==> config.mk <==
export PLATFORM = sky130hd
export DESIGN_NAME = intflag_agg
export DESIGN_NICKNAME = d
export VERILOG_FILES = /design/src/rtl/intagg_pkg.sv /design/src/rtl/intagg_modgrp.sv /design/src/rtl/intagg_cpureg.sv /design/src/rtl/intagg_rdmux.sv /design/src/rtl/intflag_agg.sv
export SDC_FILE = /design/constraint.sdc
export NUM_CORES = 1
export LEC_CHECK = 0
export BUFFER_PORTS_ARGS = -buffer_cell sky130_fd_sc_hd__buf_2
export CAP_MARGIN = 25
export CORE_MARGIN = 2
export CORE_UTILIZATION = 57
export DETAILED_ROUTE_END_ITERATION = 16
export PLACE_DENSITY = 0.83
export SETUP_SLACK_MARGIN = 0.15
export SYNTH_ARGS = -nofsm -noshare
export SYNTH_HDL_FRONTEND = slang
export SYNTH_SLANG_ARGS = --single-unit
==> constraint.sdc <==
create_clock -name clk -period 2.23 [get_ports clk]
set_input_delay 0.446 -clock clk [delete_from_list [all_inputs] [get_ports clk]]
set_output_delay 0.446 -clock clk [all_outputs]
set_load 0.02 [all_outputs]
==> src/rtl/intagg_pkg.sv <==
package intagg_pkg;
  localparam int unsigned DATA_W = 8;
  typedef logic [DATA_W-1:0] byte_t;
endpackage

==> src/rtl/intagg_modgrp.sv <==
// Module flag and enable registers of one vector, plus its set request.
module intagg_modgrp
  import intagg_pkg::*;
(
  input  logic  clk,
  input  logic  rst_n,
  input  logic  flag_we,
  input  logic  en_we,
  input  byte_t wdata,
  input  byte_t evt,
  output byte_t flag_q,
  output byte_t en_q,
  output logic  set_req
);
  byte_t flag_nxt;
  logic  flag_upd;
  logic  hit;
  logic  reeval;

  // Clear by writing zero; the event OR comes last, so a set beats a clear.
  always_comb begin
    flag_nxt = flag_we ? (flag_q & wdata) : flag_q;
    flag_nxt = flag_nxt | evt;
    flag_upd = flag_we | (|evt);
    hit      = |(evt & en_q);
    reeval   = flag_we & (|(flag_nxt & en_q));
    set_req  = hit | reeval;
  end

  always_ff @(posedge clk or negedge rst_n) begin
    if (!rst_n) begin
      flag_q <= '0;
    end else if (flag_upd) begin
      flag_q <= flag_nxt;
    end
  end

  always_ff @(posedge clk or negedge rst_n) begin
    if (!rst_n) begin
      en_q <= '0;
    end else if (en_we) begin
      en_q <= wdata;
    end
  end
endmodule

==> src/rtl/intagg_cpureg.sv <==
// Shared CPU-level flag register: software write, then ack clear, then set.
module intagg_cpureg
  import intagg_pkg::*;
#(
  parameter int unsigned NUM_VEC = 4,
  parameter logic [DATA_W-1:0] CPU_RST = 8'h05,
  localparam int unsigned VEC_W = (NUM_VEC > 1) ? $clog2(NUM_VEC) : 1
) (
  input  logic               clk,
  input  logic               rst_n,
  input  logic               we,
  input  byte_t              wdata,
  input  logic [NUM_VEC-1:0] set_req,
  input  logic               ack,
  input  logic [VEC_W-1:0]   ack_vec,
  output byte_t              cpu_q,
  output logic [NUM_VEC-1:0] irq_o
);
  byte_t cpu_nxt;
  logic  cpu_upd;

  always_comb begin
    cpu_nxt = cpu_q;
    if (we) begin
      cpu_nxt = wdata;
    end
    for (int v = 0; v < NUM_VEC; v++) begin
      if (ack && (ack_vec == VEC_W'(v))) begin
        cpu_nxt[2*v+1] = 1'b0;
      end
      if (set_req[v]) begin
        cpu_nxt[2*v+1] = 1'b1;
      end
    end
    cpu_upd = we | ack | (|set_req);
  end

  always_ff @(posedge clk or negedge rst_n) begin
    if (!rst_n) begin
      cpu_q <= CPU_RST;
    end else if (cpu_upd) begin
      cpu_q <= cpu_nxt;
    end
  end

  for (genvar v = 0; v < NUM_VEC; v++) begin : g_irq
    assign irq_o[v] = cpu_q[2*v+1];
  end
endmodule

==> src/rtl/intagg_rdmux.sv <==
// Combinational read mux over the register map.
module intagg_rdmux
  import intagg_pkg::*;
#(
  parameter int unsigned NUM_VEC = 4,
  parameter int unsigned ADDR_W  = 4
) (
  input  logic [ADDR_W-1:0]         addr,
  input  byte_t                     cpu_q,
  input  logic [NUM_VEC*DATA_W-1:0] flags,
  input  logic [NUM_VEC*DATA_W-1:0] ens,
  output byte_t                     rdata
);
  always_comb begin
    rdata = '0;
    if (addr == '0) begin
      rdata = cpu_q;
    end
    for (int v = 0; v < NUM_VEC; v++) begin
      if (addr == ADDR_W'(1 + 2*v)) begin
        rdata = flags[v*DATA_W +: DATA_W];
      end
      if (addr == ADDR_W'(2 + 2*v)) begin
        rdata = ens[v*DATA_W +: DATA_W];
      end
    end
  end
endmodule

==> src/rtl/intflag_agg.sv <==
module intflag_agg
  import intagg_pkg::*;
#(
  parameter int unsigned NUM_VEC = 4,
  parameter logic [7:0]  CPU_RST = 8'h05,
  localparam int unsigned NUM_REGS = 1 + 2*NUM_VEC,
  localparam int unsigned ADDR_W   = $clog2(NUM_REGS),
  localparam int unsigned VEC_W    = (NUM_VEC > 1) ? $clog2(NUM_VEC) : 1,
  localparam int unsigned EVT_W    = NUM_VEC * DATA_W
) (
  input  logic               clk,
  input  logic               rst_n,
  input  logic               reg_wr,
  input  logic [ADDR_W-1:0]  reg_addr,
  input  logic [7:0]         reg_wdata,
  output logic [7:0]         reg_rdata,
  input  logic [EVT_W-1:0]   evt_i,
  input  logic               ack_i,
  input  logic [VEC_W-1:0]   ack_vec_i,
  output logic [NUM_VEC-1:0] irq_pend_o
);
  logic [EVT_W-1:0]   flag_all;
  logic [EVT_W-1:0]   en_all;
  logic [NUM_VEC-1:0] set_req;
  logic               cpu_we;
  byte_t              cpu_q;

  assign cpu_we = reg_wr && (reg_addr == '0);

  for (genvar v = 0; v < NUM_VEC; v++) begin : g_vec
    logic flag_we;
    logic en_we;
    byte_t flag_q;
    byte_t en_q;
    assign flag_we = reg_wr && (reg_addr == ADDR_W'(1 + 2*v));
    assign en_we   = reg_wr && (reg_addr == ADDR_W'(2 + 2*v));

    intagg_modgrp u_grp (
      .clk     (clk),
      .rst_n   (rst_n),
      .flag_we (flag_we),
      .en_we   (en_we),
      .wdata   (reg_wdata),
      .evt     (evt_i[v*DATA_W +: DATA_W]),
      .flag_q  (flag_q),
      .en_q    (en_q),
      .set_req (set_req[v])
    );
    assign flag_all[v*DATA_W +: DATA_W] = flag_q;
    assign en_all[v*DATA_W +: DATA_W]   = en_q;
  end

  intagg_cpureg #(
    .NUM_VEC (NUM_VEC),
    .CPU_RST (CPU_RST)
  ) u_cpu (
    .clk     (clk),
    .rst_n   (rst_n),
    .we      (cpu_we),
    .wdata   (reg_wdata),
    .set_req (set_req),
    .ack     (ack_i),
    .ack_vec (ack_vec_i),
    .cpu_q   (cpu_q),
    .irq_o   (irq_pend_o)
  );

  intagg_rdmux #(
    .NUM_VEC (NUM_VEC),
    .ADDR_W  (ADDR_W)
  ) u_rd (
    .addr  (reg_addr),
    .cpu_q (cpu_q),
    .flags (flag_all),
    .ens   (en_all),
    .rdata (reg_rdata)
  );
endmodule

; ---- After elaboration in Yosys (flattened, before gate mapping)
; Index checks and enable logic that the tools add are counted.
[classes]
mux = 22
n_reduce_logical = 37
bitwise = 30
n_eq_ne = 11
[op_table]
columns = op, count
row1 = 2-to-1 mux 8 bit, 14
row2 = bitwise AND 8 bit, 12
row3 = OR reduction 8 bit, 12
row4 = OR 8 bit, 4
row5 = == test 4 x 3 -> 1 bit (second input constant), 4
row6 = logical AND 1 bit, 13
row7 = nonzero test 3 bit, 4
row8 = OR 1 bit, 10
row9 = AND reduction 2 bit, 5
row10 = == test 4 x 2 -> 1 bit (second input constant), 2
row11 = 2-to-1 mux 1 bit, 8
row12 = bitwise AND 1 bit, 4
row13 = == test 2 bit (second input constant), 2
row14 = == test 4 x 1 -> 1 bit (second input constant), 1
row15 = == test 4 bit (second input constant), 1
row16 = zero test 4 bit, 1
row17 = OR reduction 4 bit, 1
row18 = == test 2 x 1 -> 1 bit (second input constant), 1
row19 = zero test 2 bit, 1
[word_totals]
reg_bits = 72
wordCells = 113
input_bits = 50
out_inout_bits = 12

; ---- Logic depth before layout (Yosys ltp)
; Gate-level depths: netlist of the first run.
[depth]
ltp_word = 11
ltp_mapped = 8
depth_no_buf = 6

; ---- By module
; From an unflattened synthesis of the first run, not the netlist that was laid out.
[unflattened]
hier_cells = 387
hier_area_um2 = 4187.8
[by_module_without_submodules]
columns = mod, cells_per_inst, area_each_um2, instances
row1 = intagg_modgrp, 57, 734.5, 4
row2 = intagg_rdmux, 115, 765.7, 1
row3 = intagg_cpureg, 29, 401.6, 1
row4 = intflag_agg, 15, 82.6, 1

; ---- Worst setup path before layout of the first run
; OpenSTA, ideal clock, no wires.
[synth_timing]
kind = input to output
startpoint = in reg_addr[0]
endpoint = out reg_rdata[0]
path_stages = 6
setup_slack_ps = 127
arrival_ps = 1657
cell_sequence = or2_1 -> buf_2 -> nor3b_4 -> nor2_1 -> o21ai_0 -> o21ai_0
[synth_between]
elab_chain_len = 10
[synth_rtl]
columns = item, line
row1 = start: declaration, intflag_agg.sv:14  ; input logic [ADDR_W-1:0] reg_addr,
row2 = zero test 4 bit, intagg_rdmux.sv:16  ; if (addr == '0) begin
row3 = 2-to-1 mux 8 bit, intagg_rdmux.sv:16
row4 = 2-to-1 mux 8 bit, intagg_rdmux.sv:20  ; if (addr == ADDR_W'(1 + 2*v)) begin
row5 = 2-to-1 mux 8 bit, intagg_rdmux.sv:23  ; if (addr == ADDR_W'(2 + 2*v)) begin
row6 = 2-to-1 mux 8 bit, intagg_rdmux.sv:20
row7 = 2-to-1 mux 8 bit, intagg_rdmux.sv:23
row8 = 2-to-1 mux 8 bit, intagg_rdmux.sv:20
row9 = 2-to-1 mux 8 bit, intagg_rdmux.sv:23
row10 = 2-to-1 mux 8 bit, intagg_rdmux.sv:20
row11 = 2-to-1 mux 8 bit *, intagg_rdmux.sv:23
row12 = end: declaration, intflag_agg.sv:16  ; output logic [7:0] reg_rdata,
; Every way passes the cells marked *; elsewhere a longest branch is shown, timed or not.

; ---- Worst setup path in the final report of the first run
[layout_timing]
startpoint = in reg_addr[1]
endpoint = out reg_rdata[1]
; The elaborated chain is that of the path after synthesis.

==> results.md, run 1 <==
- Dividing the final minimum period by the clock period gives 96.33%.
- The final weighted congestion in routability-driven placement is 1.034.
- The final layout contains routed wiring with a total length of between 10000 and 15000 um.
- Summing the areas of all xor and xnor instances in the mapped netlist gives 0% of the synthesized area.
- The height of the die is slightly below 90 um.
- The worst hold slack is approximately 77 ps.
- The via count of the first global-routing pass is about 3800.
- In this run, synthesis inferred 0 flip-flops with an integrated enable.
- The CTS root buffer is clkbuf_8.
- The timing startpoint of the critical path is reg_addr[1].
- The cell area after technology mapping is between 0.004 and 0.005 mm2.
- In this run the tightest slew margin relative to its limit is between 60% and 70%.
- The share of the Yosys chip area taken by registers is 44.23%.
- The repair_antennas step left the layout with diodes totalling 0.
- At the pin with the least slew margin, the transition time is approximately 460 ps.
- By area the synthesized netlist is led by dfrtp_1 (43%), o21ai_0 (11%), mux2_2 (8.6%), nand2b_1 (4.6%), mux4_2 (4.4%).
- The achievable clock frequency is 0.4655 GHz.
- The worst register-to-register path ends at u_cpu.cpu_q[7].
- The most common cell in the synthesized netlist is o21ai_0.
- The first routing iteration left around 410 violations.
- The die outline area is around 0.0078 mm2.
- Counting the buffers created by CTS gives 9.
- The max-slew violation count is 0.
- STA classifies the critical path startpoint as a primary input.
- The classification of the worst setup path is primary input to output pin.
- The largest clock skew in the final design is ~12 ps.
- The worst setup path is captured at an output pin.
- By count the netlist is led by o21ai_0 (86), dfrtp_1 (70), mux2_2 (31).
- The standard-cell row count is 30.
- The worst endpoint data arrival time is 1700 ps.
- The filler cells instantiated in the layout total around 500.
- The async set-or-reset flop fraction in the synthesized netlist is 100.0%.
- VDD sags by at most 0.4606 mV.
- For the worst-skew pair, the clock arrives at the later sink with an insertion delay of 360 ps.
- CTS built an H-tree with a depth of 3.
- The first global-routing pass estimated between 20000 and 25000 um of wire.
- The leakage component of the power is 2.097 nW.
- The instance count of the mapped netlist is 403.
- Of the cells placed in the final design, the portion with a size suffix greater than 1 is between 30% and 40%.
- Summing the areas of all and, or, nand and nor instances in the mapped netlist gives about 13% of the synthesized area.
- In this run the horizontal extent of the chip is about 89 um.
- The area of the multi-input gates is about 0.0022 mm2.
- The final hold violation count was 0.
- The routed wirelength normalized by instance count is roughly 22 um.
- The detailed router placed a little under 4000 vias in this run.
- The startpoint of the worst-slack reg-to-reg timing path is g_vec[3].u_grp.en_q[6].
- Global routing used 35.27% of the available tracks.
- The maximum net fanout on the critical path is 8.
- Detailed placement ended at an HPWL of slightly above 9000 um.
- The clock tree from TritonCTS is yes.
- The count of distinct cell types in the synthesized netlist is 46.
- The main combinational cell family by area after synthesis is compound AO/OA/AOI/OAI gates.
- For the worst setup path, the data required time is 1780 ps.
- The synthesized netlist devotes 24.69% of its cell area to compound gates.
- The number of port buffers is 61.
- For this run, the detailed router's first-pass iteration total came to 5.
- The accumulated negative setup slack is 0 ps.
- The prevailing post-synth register cell is dfrtp_1.
- For this run, the number of Yosys warnings is 0.
- The smallest clock period supported by the final layout is computed as between 2000 and 2500 ps.
- The flip-flop and latch count after synthesis is 72.
- The sum of overflow across all layers after global routing is 0.
- After clock tree synthesis, the clock-pin slew on the worst setup and hold paths is ~90 ps.
- The number of clock sinks is 72.
- The share of the core filled with cells in the final layout is roughly 73%.
- The number of nets handed over by synthesis was 453.
- The count of nets after finishing is approximately 550.
- The share of the synthesized area in the top cell type is between 40 and 50%.
- 62 I/O pins were placed.
- No sink is reached through more buffers than the 2 on the longest clock path.
- After floorplanning, the core was sized to cover 0.006869 mm2.
- From synthesis to final layout, the design area changed by 23.01%.
- The placed instances occupy a cell area of 0.004619 mm2.
- The initial utilization of the core area, before any placement, comes to about three fifths.
- The count of hold-fix buffers inserted at cts is 0.
- A synthesized cell averages just over 10 um2.
- The antenna violation net count after detailed routing is 0.
- The number of max-cap violations is 0.
- Of the total synthesized cell area, the portion taken by full adders, half adders and majority gates is 0%.
- Setup slack on the worst reg-to-reg path comes out at ~540 ps.
- The pin count of the biggest net entering global routing is 73.
- For the worst flop-to-flop path, the logic depth is 5.
- The power per cell area is between 700 and 800 mW/mm2.
- The DRC violation count after routing is 0.
- The number of antenna violations at the first check in global routing was 0.
- Setup repair after global routing could not meet its margin everywhere.
- Setup violations remaining at the end of the flow were counted as 0.
- The flow ran to the end, and the final reports show no timing, DRC or antenna violations.
- The cell type with the largest total area after synthesis is dfrtp_1.
- Multiplexer cells account for around 14% of the synthesized area.
- The sequential cells in the finished layout cover a total of roughly 0.0018 mm2.
- The path type of the worst min-delay path is primary input to asynchronous set/reset pin.
- The final design instance area without fill is ~0.005 mm2.
- Dividing the detail-routed via count by the number of cells gives approximately 6.6.
[what timing repair did]
item,in CTS,in global routing
gates resized for setup,17,20
setup buffers,11,2
pin swaps,3,6
cloned,0,1
endpoints found under the setup margin,8,9
endpoints found under the hold margin,0,0
[sequential cells by signal, indices dropped and copies added (netlist names)]
register / count
u_cpu.cpu_q: 8
g_vec.u_grp.flag_q: 32
g_vec.u_grp.en_q: 32
[cell usage in the layout, fill, tap and decap left out, types with 6 or more instances in the layout]
master and count:
a21o_1 11, a21oi_1 6, a22oi_1 19, a2bb2oi_2 7, a31oi_1 6, buf_2 57
buf_4 36, clkbuf_8 9, dfrtp_1 70, inv_1 13, mux2_2 31, mux4_2 8
nand2_1 8, nand2b_1 30, nand3_1 13, nand4_1 7, nor2_1 12, o21ai_0 68
o21ai_1 16
[area by class of cell]
class | instances | area share [%]
Multi-Input combinational cell | 298 | 44.09
Sequential cell | 72 | 35.96
Timing Repair Buffer | 100 | 12.92
Clock buffer | 12 | 2.693
Tap cell | 96 | 2.394
Inverter | 14 | 1.047
Clock inverter | 4 | 0.8978
[critical path, stage by stage]
cell and delay, ps:
clkbuf_4 170, or2_4 300, nor3b_4 210, buf_4 160, nor2_4 50, o21ai_1 110, o21ai_1 90, buf_2 170
[report_power, final]
group | total, mW | switching, mW | internal [mW] | leakage [nW]
combinational | 0.898 | 0.447 | 0.451 | 1.24
sequential | 1.66 | 0.182 | 1.47 | 0.759
clock | 1.00 | 0.491 | 0.513 | 0.0941
total | 3.56 | 1.12 | 2.44 | 2.10
[through the flow]
| stage | total power, mW | std cells | setup WS, ps |
|---|---|---|---|
| 6_report | 3.559 | 596 | 81.80 |
| 5_1_grt | 3.721 | 596 | 42.43 |
| 4_1_cts | 3.510 | 593 | 97.07 |
| 3_5_place_dp | 2.457 | 566 | -52.42 |
| 3_3_place_gp | 2.431 | 566 | -26.14 |
| 2_1_floorplan | 2.131 | 403 | 126.7 |
[kinds of logic after synthesis]
kind of cell           after synthesis
muxes                               44
AOI/OAI and AO/OA                  162
DFF                                 72
and+or+nand+nor                     91
buffers and inverters               34
[how the worst max path moves through the flow]
stage                               to  cells past startpoint
after floorplan           reg_rdata[0]                      6
after global placement    reg_rdata[0]                      7
after detailed placement  reg_rdata[0]                      7
after CTS                 reg_rdata[5]                      4
after global routing      reg_rdata[4]                      4
final                     reg_rdata[1]                      8
[layer usage]
| layer | up-vias | routed length [um] | GRT usage, % |
|---|---|---|---|
| li1 | 1713 | - | - |
| met1 | 1930 | 5224 | 46.89 |
| met2 | 248 | 5937 | 53.79 |
| met3 | 52 | 1212 | 9.328 |
| met4 | 0 | 587 | 17.49 |
| met5 | - | 0 | 0 |
Power figures use the tool's default switching activity.
==> run 2: changes to the inputs <==
SKIP_CTS_REPAIR_TIMING = 1   (was unset)
clock period = 2 ns   (was 2.23 ns; I/O delays follow)
==> run 2 against run 1 <==
  * The flow now finishes with violations (setup timing)
  * Non-clock buffer count increased by 15
  * Via count increased by 4.0%
  * Count of clock-buffer cells in the layout decreased by 3
==> results.md, run 2 (same netlist as run 1, synthesis figures left out) <==
- The run finished, with violations left.
- The checks that failed: setup timing.
- The count of nets after finishing was 559 (+2.6%).
- The total setup violations reported at the end of the flow is 8 (+8).
- The smallest clock period supported by the final layout is computed as 2147 ps.
- The achievable clock frequency is roughly 0.47 GHz.
- The maximum net fanout on the critical path came to 9 (+1).
- The non-filler instance count after layout is 610 (+2.3%).
- The width of the die is 88.60 um (unchanged).
- The number of search-and-repair iterations in the first detailed-routing pass is 6 (+1).
- The share of layout cells above drive strength 1 was 39.49% (+3.9 points).
- The count of placed standard cells including taps is 583 (+3.0%).
- The worst endpoint data arrival time is 1750 ps (+50 ps).
- The insertion delay of the later-clocked pin in the worst-skew pair is 350 ps (about the same).
- Compared with the post-synthesis result, the final layout area differs by 29.69%.
- The most common cell after layout, fill and taps aside is dfrtp_1.
- The power share of the sequential group was 43.1% (-3.5 points).
- The number of antenna violations at the first check in global routing was 0 (unchanged).
- The total routed wirelength is 13440 um (+3.7%).
- The max-slew violation count is 0 (unchanged).
- The wire length of the first global-routing pass is 20140 um (-0.78%).
- The height of the die was 88.60 um (unchanged).
- The area of the multi-input gates is 0.002240 mm2 (+1.2%).
- The clock input transition at the sequential cells of the worst setup and hold paths is 80 ps (about the same).
- The power per cell area was 817.6 mW/mm2 (+15%).
- The antenna violation net count after detailed routing came to 0 (unchanged).
- The internal power component is 3.013 mW (+24%).
- The switching power summed over all nets came to 1.312 mW (+17%).
- The largest clock skew in the final design is 7.965 ps (-4.104 ps).
- The critical path in this run is classified as primary input to output pin.
- The max-slew headroom at the worst pin is 59.75% (-9.3 points).
- The nature of the critical path endpoint is an output pin.
- The final design instance area without fill is 0.005290 mm2 (+5.4%).
- The area of the core region is 0.006869 mm2 (unchanged).
- The number of buffers created by CTS is 9 (unchanged).
- The final hold violation count is 0 (unchanged).
- The share of the core filled with cells in the final layout was 77.01% (+4.0 points).
- In this run the worst hold path is classified as primary input to asynchronous set/reset pin.
- The CTS root buffer is clkbuf_8.
- The proportion of power drawn by combinational gates is 24.3% (-0.9 points).
- The I/O pin count is 62 (unchanged).
- The overall via count from detail_route was 4101 (+4.0%).
- The number of max-cap violations is 0 (unchanged).
- TritonCTS built the clock tree.
- The worst slack at placement is -178.3 ps (-125.9 ps).
- The minimum setup slack in the final design is -147.3 ps (-229.1 ps).
- The leakage component of the power is 2.220 nW (+5.8%).
- The peak ir drop on the vdd network is 0.7225 mV (+57%).
- The transition time at the pin with the least slew margin is 603.7 ps (+141.4 ps).
- Setup repair after global routing could not meet its margin everywhere.
- The kind of start point of the critical path is a primary input.
- The part of the total power dissipated in the clock network is 32.6% (+4.4 points).
- The standard-cell row count was 30 (unchanged).
- The pin count of the biggest net entering global routing was 26 (-64%).
- The sum of net half-perimeters after detailed placement came to 9476 um (+4.3%).
- The filler cell count in the final layout is 460 (-11%).
- The routed wirelength normalized by instance count is 22.03 um (+1.3%).
- The fraction of power spent switching nets is 30.34% (-1.2 points).
- The die outline area came to 0.007849 mm2 (unchanged).
- The antenna diode instance count is 0 (unchanged).
- The largest registers in the layout are g_vec.u_grp.en_q: 32 flops, g_vec.u_grp.flag_q: 32 flops, u_cpu.cpu_q: 8 flops.
- The final weighted congestion in routability-driven placement is 1.043 (+0.88%).
- The sum of overflow across all layers after global routing was 0 (unchanged).
- The number of port buffers came to 61 (unchanged).
- The DRC violation count after routing is 0 (unchanged).
- The starting utilization of the core area was 59.38% (unchanged).
- In the layout the commonest cells are dfrtp_1 (70), o21ai_0 (68), buf_2 (52).
- The number of buffers between clock root and the deepest sink was 2 (unchanged).
- The total global routing track utilization was 34.85% (-0.42 points).
- The via count of the first global-routing pass is 3800 (+0.053%).
- The flip-flop and latch area is 0.001804 mm2 (unchanged).
- The number of violations reported at the end of detailed-routing iteration 0 came to 424 (+2.4%).
- The per-cell via count in the routed design is 6.723 (+1.6%).
- The worst path required time came to 1600 ps (-180 ps).
- The cell area after placement is 0.004817 mm2 (+4.3%).
- The H-tree depth reported by CTS is 3 (unchanged).
- After layout, the worst path uses 107.4% of the clock period.
- The number of clock sinks is 72 (unchanged).
## run 2: final cells by class
class	instances	area share [%]
clock buffer	9	2.342
clock inverter	7	2.271
inverter	14	0.9934
multi-input combinational	297	42.34
sequential	72	34.11
tap	96	2.271
timing repair buffer	115	15.68
## run 2: layer usage
layer / up-vias / wire (um) / GRT usage, %
li1: 1728 / - / -
met1: 1983 / 5082 / 45.94
met2: 317 / 6300 / 56.73
met3: 73 / 1374 / 8.769
met4: 0 / 679 / 11.43
met5: - / 0 / 0
## run 2: power groups by stage
stage | Combinational (mW) | Sequential, mW | Clock [mW]
6_report | 1.05 | 1.86 | 1.41
2_1_floorplan | 0.602 | 1.79 | 0
3_5_place_dp | 0.898 | 1.88 | 0
3_3_place_gp | 0.875 | 1.87 | 0
5_1_grt | 1.14 | 1.88 | 1.48
4_1_cts | 0.909 | 1.85 | 1.42
## run 2: stage by stage
| stage | TNS, ps | hold slack [ps] | total power, mW |
|---|---|---|---|
| final | -737.1 | 45.24 | 4.325 |
| after global routing | -1093 | 88.81 | 4.501 |
| after detailed placement | -1527 | 438.0 | 2.778 |
| after global placement | -1306 | 431.5 | 2.745 |
| after CTS | -1297 | 64.88 | 4.179 |
| after floorplan | 0 | 104.4 | 2.391 |
## run 2: final timing paths
| kind | start | to | slack, ps | cells past startpoint |
|---|---|---|---|---|
| worst max-delay path | reg_addr[0] | reg_rdata[7] | -150 | 7 |
| min in group clk | evt_i[31] | g_vec[3].u_grp.flag_q[7] | 270 | 2 |
| worst max register to register | g_vec[2].u_grp.flag_q[5] | u_cpu.cpu_q[5] | 310 | 5 |
| worst min register to register | g_vec[2].u_grp.flag_q[3] | g_vec[2].u_grp.flag_q[3] | 510 | 1 |
| worst min-delay path | rst_n | g_vec[0].u_grp.flag_q[7] | 50 | 1 |
| max in group asynchronous | rst_n | u_cpu.cpu_q[2] | 1330 | 2 |
## run 2: critical path, stage by stage
cell and delay [ps]:
buf_4 170, or2_4 260, buf_4 170, o21ai_1 290
a2bb2oi_2 220, o21ai_2 90, buf_6 150
==> run 3: changes to the inputs <==
ABC_AREA = 1   (was unset)
==> run 3 against run 2 <==
  * The run still ends with setup timing left
  * Count of clock-buffer cells in the layout up 6
  * Synthesized cell count up 24%
  * Non-clock buffer count down 6
  * Die area down 3.7%
  * Clock skew down 0.55 ps
  * Core utilization down 2.6 points
  * Final area down 5.5%
  * First-iteration DRC count up 0.47%
  * Global-route usage up 1.0 points
==> results.md, run 3 <==
- The flow ran to the end, but the final reports show violations.
- The final reports fail on setup timing.
- The height of the die was 86.93 um (-1.9%).
- The worst path required time is 1600 ps (about the same).
- The cell type with the largest total area after synthesis is dfrtp_1.
- Setup repair after global routing could not meet its margin everywhere.
- The area of the multi-input gates is 0.001928 mm2 (-14%).
- The count of distinct cell types in the synthesized netlist came to 34 (-26%).
- The post-synthesis simple-gate area fraction is 30.07% (+17 points).
- The antenna diode instance count is 0 (unchanged).
- The final hold violation count was 0 (unchanged).
- The flip-flop and latch count after synthesis came to 72 (unchanged).
- The standard-cell row count was 30 (unchanged).
- The insertion delay of the later-clocked pin in the worst-skew pair came to 350 ps (about the same).
- The time the worst path needs with I/O delays and setup was 2206 ps (+58.46 ps).
- The achievable clock frequency came to 0.4534 GHz (-2.7%).
- The area of the core region is 0.006719 mm2 (-2.2%).
- The filler cell count in the final layout was 534 (+16%).
- The minimum setup slack in the final design came to -205.7 ps (-58.46 ps).
- The share of the synthesized area in the top cell type came to 44.69% (+1.7 points).
- The largest clock skew in the final design is 7.416 ps (-0.5484 ps).
- The worst hold path belongs to the class primary input to asynchronous set/reset pin.
- The clock input transition at the sequential cells of the worst setup and hold paths was 80 ps (about the same).
- The number of buffers created by CTS is 9 (unchanged).
- The routed wirelength normalized by instance count came to 19.26 um (-13%).
- The cell area after technology mapping is 0.003920 mm2 (-3.9%).
- The sequential element share of the synthesized area is 46.03% (+1.8 points).
- The area share of fa/ha/maj cells after synthesis is 0% (unchanged).
- The starting utilization of the core area is 58.34% (-1.0 points).
- The DRC violation count after routing is 0 (unchanged).
- The cell family contributing the most delay on the critical path is compound AO/OA/AOI/OAI gates.
- The synthesized-area fraction occupied by ao, oa, aoi and oai cells is 16.37% (-8.3 points).
- After synthesis, the largest family of logic cells by area is simple AND/OR/NAND/NOR gates.
- In the post-synthesis netlist, the biggest area contributors are dfrtp_1 (45%), nand2_1 (15%), o21ai_0 (7.4%), inv_1 (5.4%), nand4_1 (3.5%).
- By startpoint and endpoint, the worst setup path is classified as flip-flop to output pin.
- Sorting the synthesized cells by how often they occur yields nand2_1 (157), dfrtp_1 (70), o21ai_0 (58).
- The cell area after placement came to 0.004562 mm2 (-5.3%).
- The count of placed standard cells including taps is 667 (+14%).
- The accumulated negative setup slack is -721.6 ps (+15.50 ps).
- The nature of the critical path endpoint is an output pin.
- The share of the core filled with cells in the final layout came to 74.41% (-2.6 points).
- The total global routing track utilization is 35.89% (+1.0 points).
- The most common cell in the synthesized netlist is nand2_1.
- The wire length of the first global-routing pass was 20070 um (-0.34%).
- The library cell used most frequently in the layout, excluding fill and tap cells, is nand2_1.
- The cell with the largest stage delay on the worst path is dfrtp_1.
- The total of warnings raised by yosys came to 0 (unchanged).
- The startpoint identified for the worst register-to-register timing path is g_vec[2].u_grp.flag_q[4].
- The number of port buffers is 61 (unchanged).
- The share of the synthesized netlist area taken by xor and xnor gates is 0% (unchanged).
- The worst endpoint data arrival time is 1810 ps (+60 ps).
- The antenna violation net count after detailed routing is 0 (unchanged).
- The I/O pin count was 62 (unchanged).
- The number of antenna violations at the first check in global routing came to 0 (unchanged).
- The number of clock sinks is 72 (unchanged).
- The kind of start point of the critical path is a flip-flop.
- The clock tree from TritonCTS is yes.
- The pin count of the biggest net entering global routing is 73 (+180%).
- The net count of the mapped netlist is 550 (+21%).
- The synthesized area per cell is 7.840 um2 (-23%).
- The overall via count from detail_route was 4151 (+1.2%).
- The multiplexer fraction of the synthesized cell area is 0% (-14 points).
- In the layout the commonest cells are nand2_1 (154), dfrtp_1 (70), buf_2 (50).
- The root buffer cell chosen for the clock tree is clkbuf_8.
- The power per cell area was 758.2 mW/mm2 (-7.3%).
- The total setup violations reported at the end of the flow is 7 (-1).
- Among all flip-flop cells after synthesis, the most frequent one is dfrtp_1.
- The critical path starts at g_vec[0].u_grp.flag_q[5].
- The largest registers in the layout are g_vec.u_grp.en_q: 32 flops, g_vec.u_grp.flag_q: 32 flops, u_cpu.cpu_q: 8 flops.
- The count of nets after finishing was 660 (+18%).
- The area growth from synthesis to final layout is 27.55%.
- The total routed wirelength is 13390 um (-0.35%).
- The number of violations reported at the end of detailed-routing iteration 0 came to 426 (+0.47%).
- The max-slew violation count is 0 (unchanged).
- The per-cell via count in the routed design is 5.973 (-11%).
- By instance count, the cell type seen most on the critical path is nand4_1.
- The share of layout cells above drive strength 1 is 29.76% (-9.7 points).
- The longest individual stage delay on the worst path was 420 ps (+130 ps).
- The transition time at the pin with the least slew margin is 528.2 ps (-75.45 ps).
- The sum of overflow across all layers after global routing was 0 (unchanged).
- The width of the die is 86.93 um (-1.9%).
- The async set-or-reset flop fraction in the synthesized netlist was 100.0% (unchanged).
- The max-slew headroom at the worst pin was 63.87% (+4.1 points).
- The buffer and inverter count on the worst path was 1 (-2).
- The worst hold slack was 49.68 ps (+4.440 ps).
- The number of max-cap violations came to 0 (unchanged).
- The maximum net fanout on the critical path came to 2 (-7).
- The die outline area was 0.007557 mm2 (-3.7%).
- The final weighted congestion in routability-driven placement came to 1.071 (+2.7%).
- The flip-flop and latch area is 0.001804 mm2 (unchanged).
- The count of flip-flops with a built-in enable after synthesis was 0 (unchanged).
- The final design instance area without fill is 0.005000 mm2 (-5.5%).
- The sum of net half-perimeters after detailed placement was 9646 um (+1.8%).
- The share of the cycle needed by the critical path after routing is 110.3% (+2.9 points).
- The leakage component of the power was 2.464 nW (+11%).
- The non-filler instance count after layout is 695 (+14%).
- The via count of the first global-routing pass is 3864 (+1.7%).
- The H-tree depth reported by CTS is 3 (unchanged).
- The instance count of the mapped netlist is 500 (+24%).
- The peak ir drop on the vdd network is 0.5987 mV (-17%).
- The number of buffers between clock root and the deepest sink was 2 (unchanged).
- The signal on the critical path passes through a221oi_2, nand4_1, o21ai_1, nand4_1, buf_4.
- The number of search-and-repair iterations in the first detailed-routing pass was 5 (-1).
[run 3: cell families after synthesis]
group,after synthesis
AO/OA/AOI/OAI,110
buffers and inverters,73
flip-flops,72
AND/OR/NAND/NOR,245
[run 3: layout make-up]
type	count	share of cell area [%]
Multi-Input combinational cell	356	38.56
Sequential cell	72	36.09
Timing Repair Buffer	109	15.02
Inverter	61	4.780
Clock buffer	15	3.328
Tap cell	80	2.002
Timing Repair inverter	1	0.1251
Clock inverter	1	0.1001
[run 3: metrics by stage]
step / power [mW] / setup WS, ps
3_3_place_gp: 2.610 / -231.9
3_5_place_dp: 2.634 / -262.5
2_1_floorplan: 2.273 / 181.0
5_1_grt: 3.948 / -248.0
6_report: 3.791 / -205.7
4_1_cts: 3.676 / -253.3
[run 3: where the power goes]
part           switching, mW  internal [mW]
logic                  0.521          0.370
clock network          0.543          0.520
registers              0.200           1.64
total                   1.26           2.53
[run 3: metal layers]
layer / vias to the layer above / GRT usage, % / share of wire (%)
met2: 262 / 54.13 / 45
met4: 0 / 16.76 / 4.8
li1: 1885 / - / -
met3: 50 / 6.919 / 10
met5: - / 0 / 0
met1: 1954 / 50.03 / 40
[run 3: path summary, 6_finish.rpt]
kind	end	slack, ps	cells past startpoint
min in group clk	g_vec[1].u_grp.flag_q[7]	270	2
hold reg to reg	g_vec[0].u_grp.flag_q[7]	520	2
hold / removal	g_vec[0].u_grp.flag_q[5]	50	2
max in group asynchronous	u_cpu.cpu_q[0]	1600	2
setup / recovery	reg_rdata[5]	-210	5
setup reg to reg	u_cpu.cpu_q[5]	390	11
[run 3: worst register-to-register path, cell delays in order (launching register included)]
cell and delay (ps):
dfrtp_1 420, nand2_1 80, inv_1 40, nand3_1 70, nand3b_1 110, nand2_1 70, nand2_1 60, nor2_1 130
nand2_1 90, a21oi_2 250, o21a_1 160, nand2_1 50
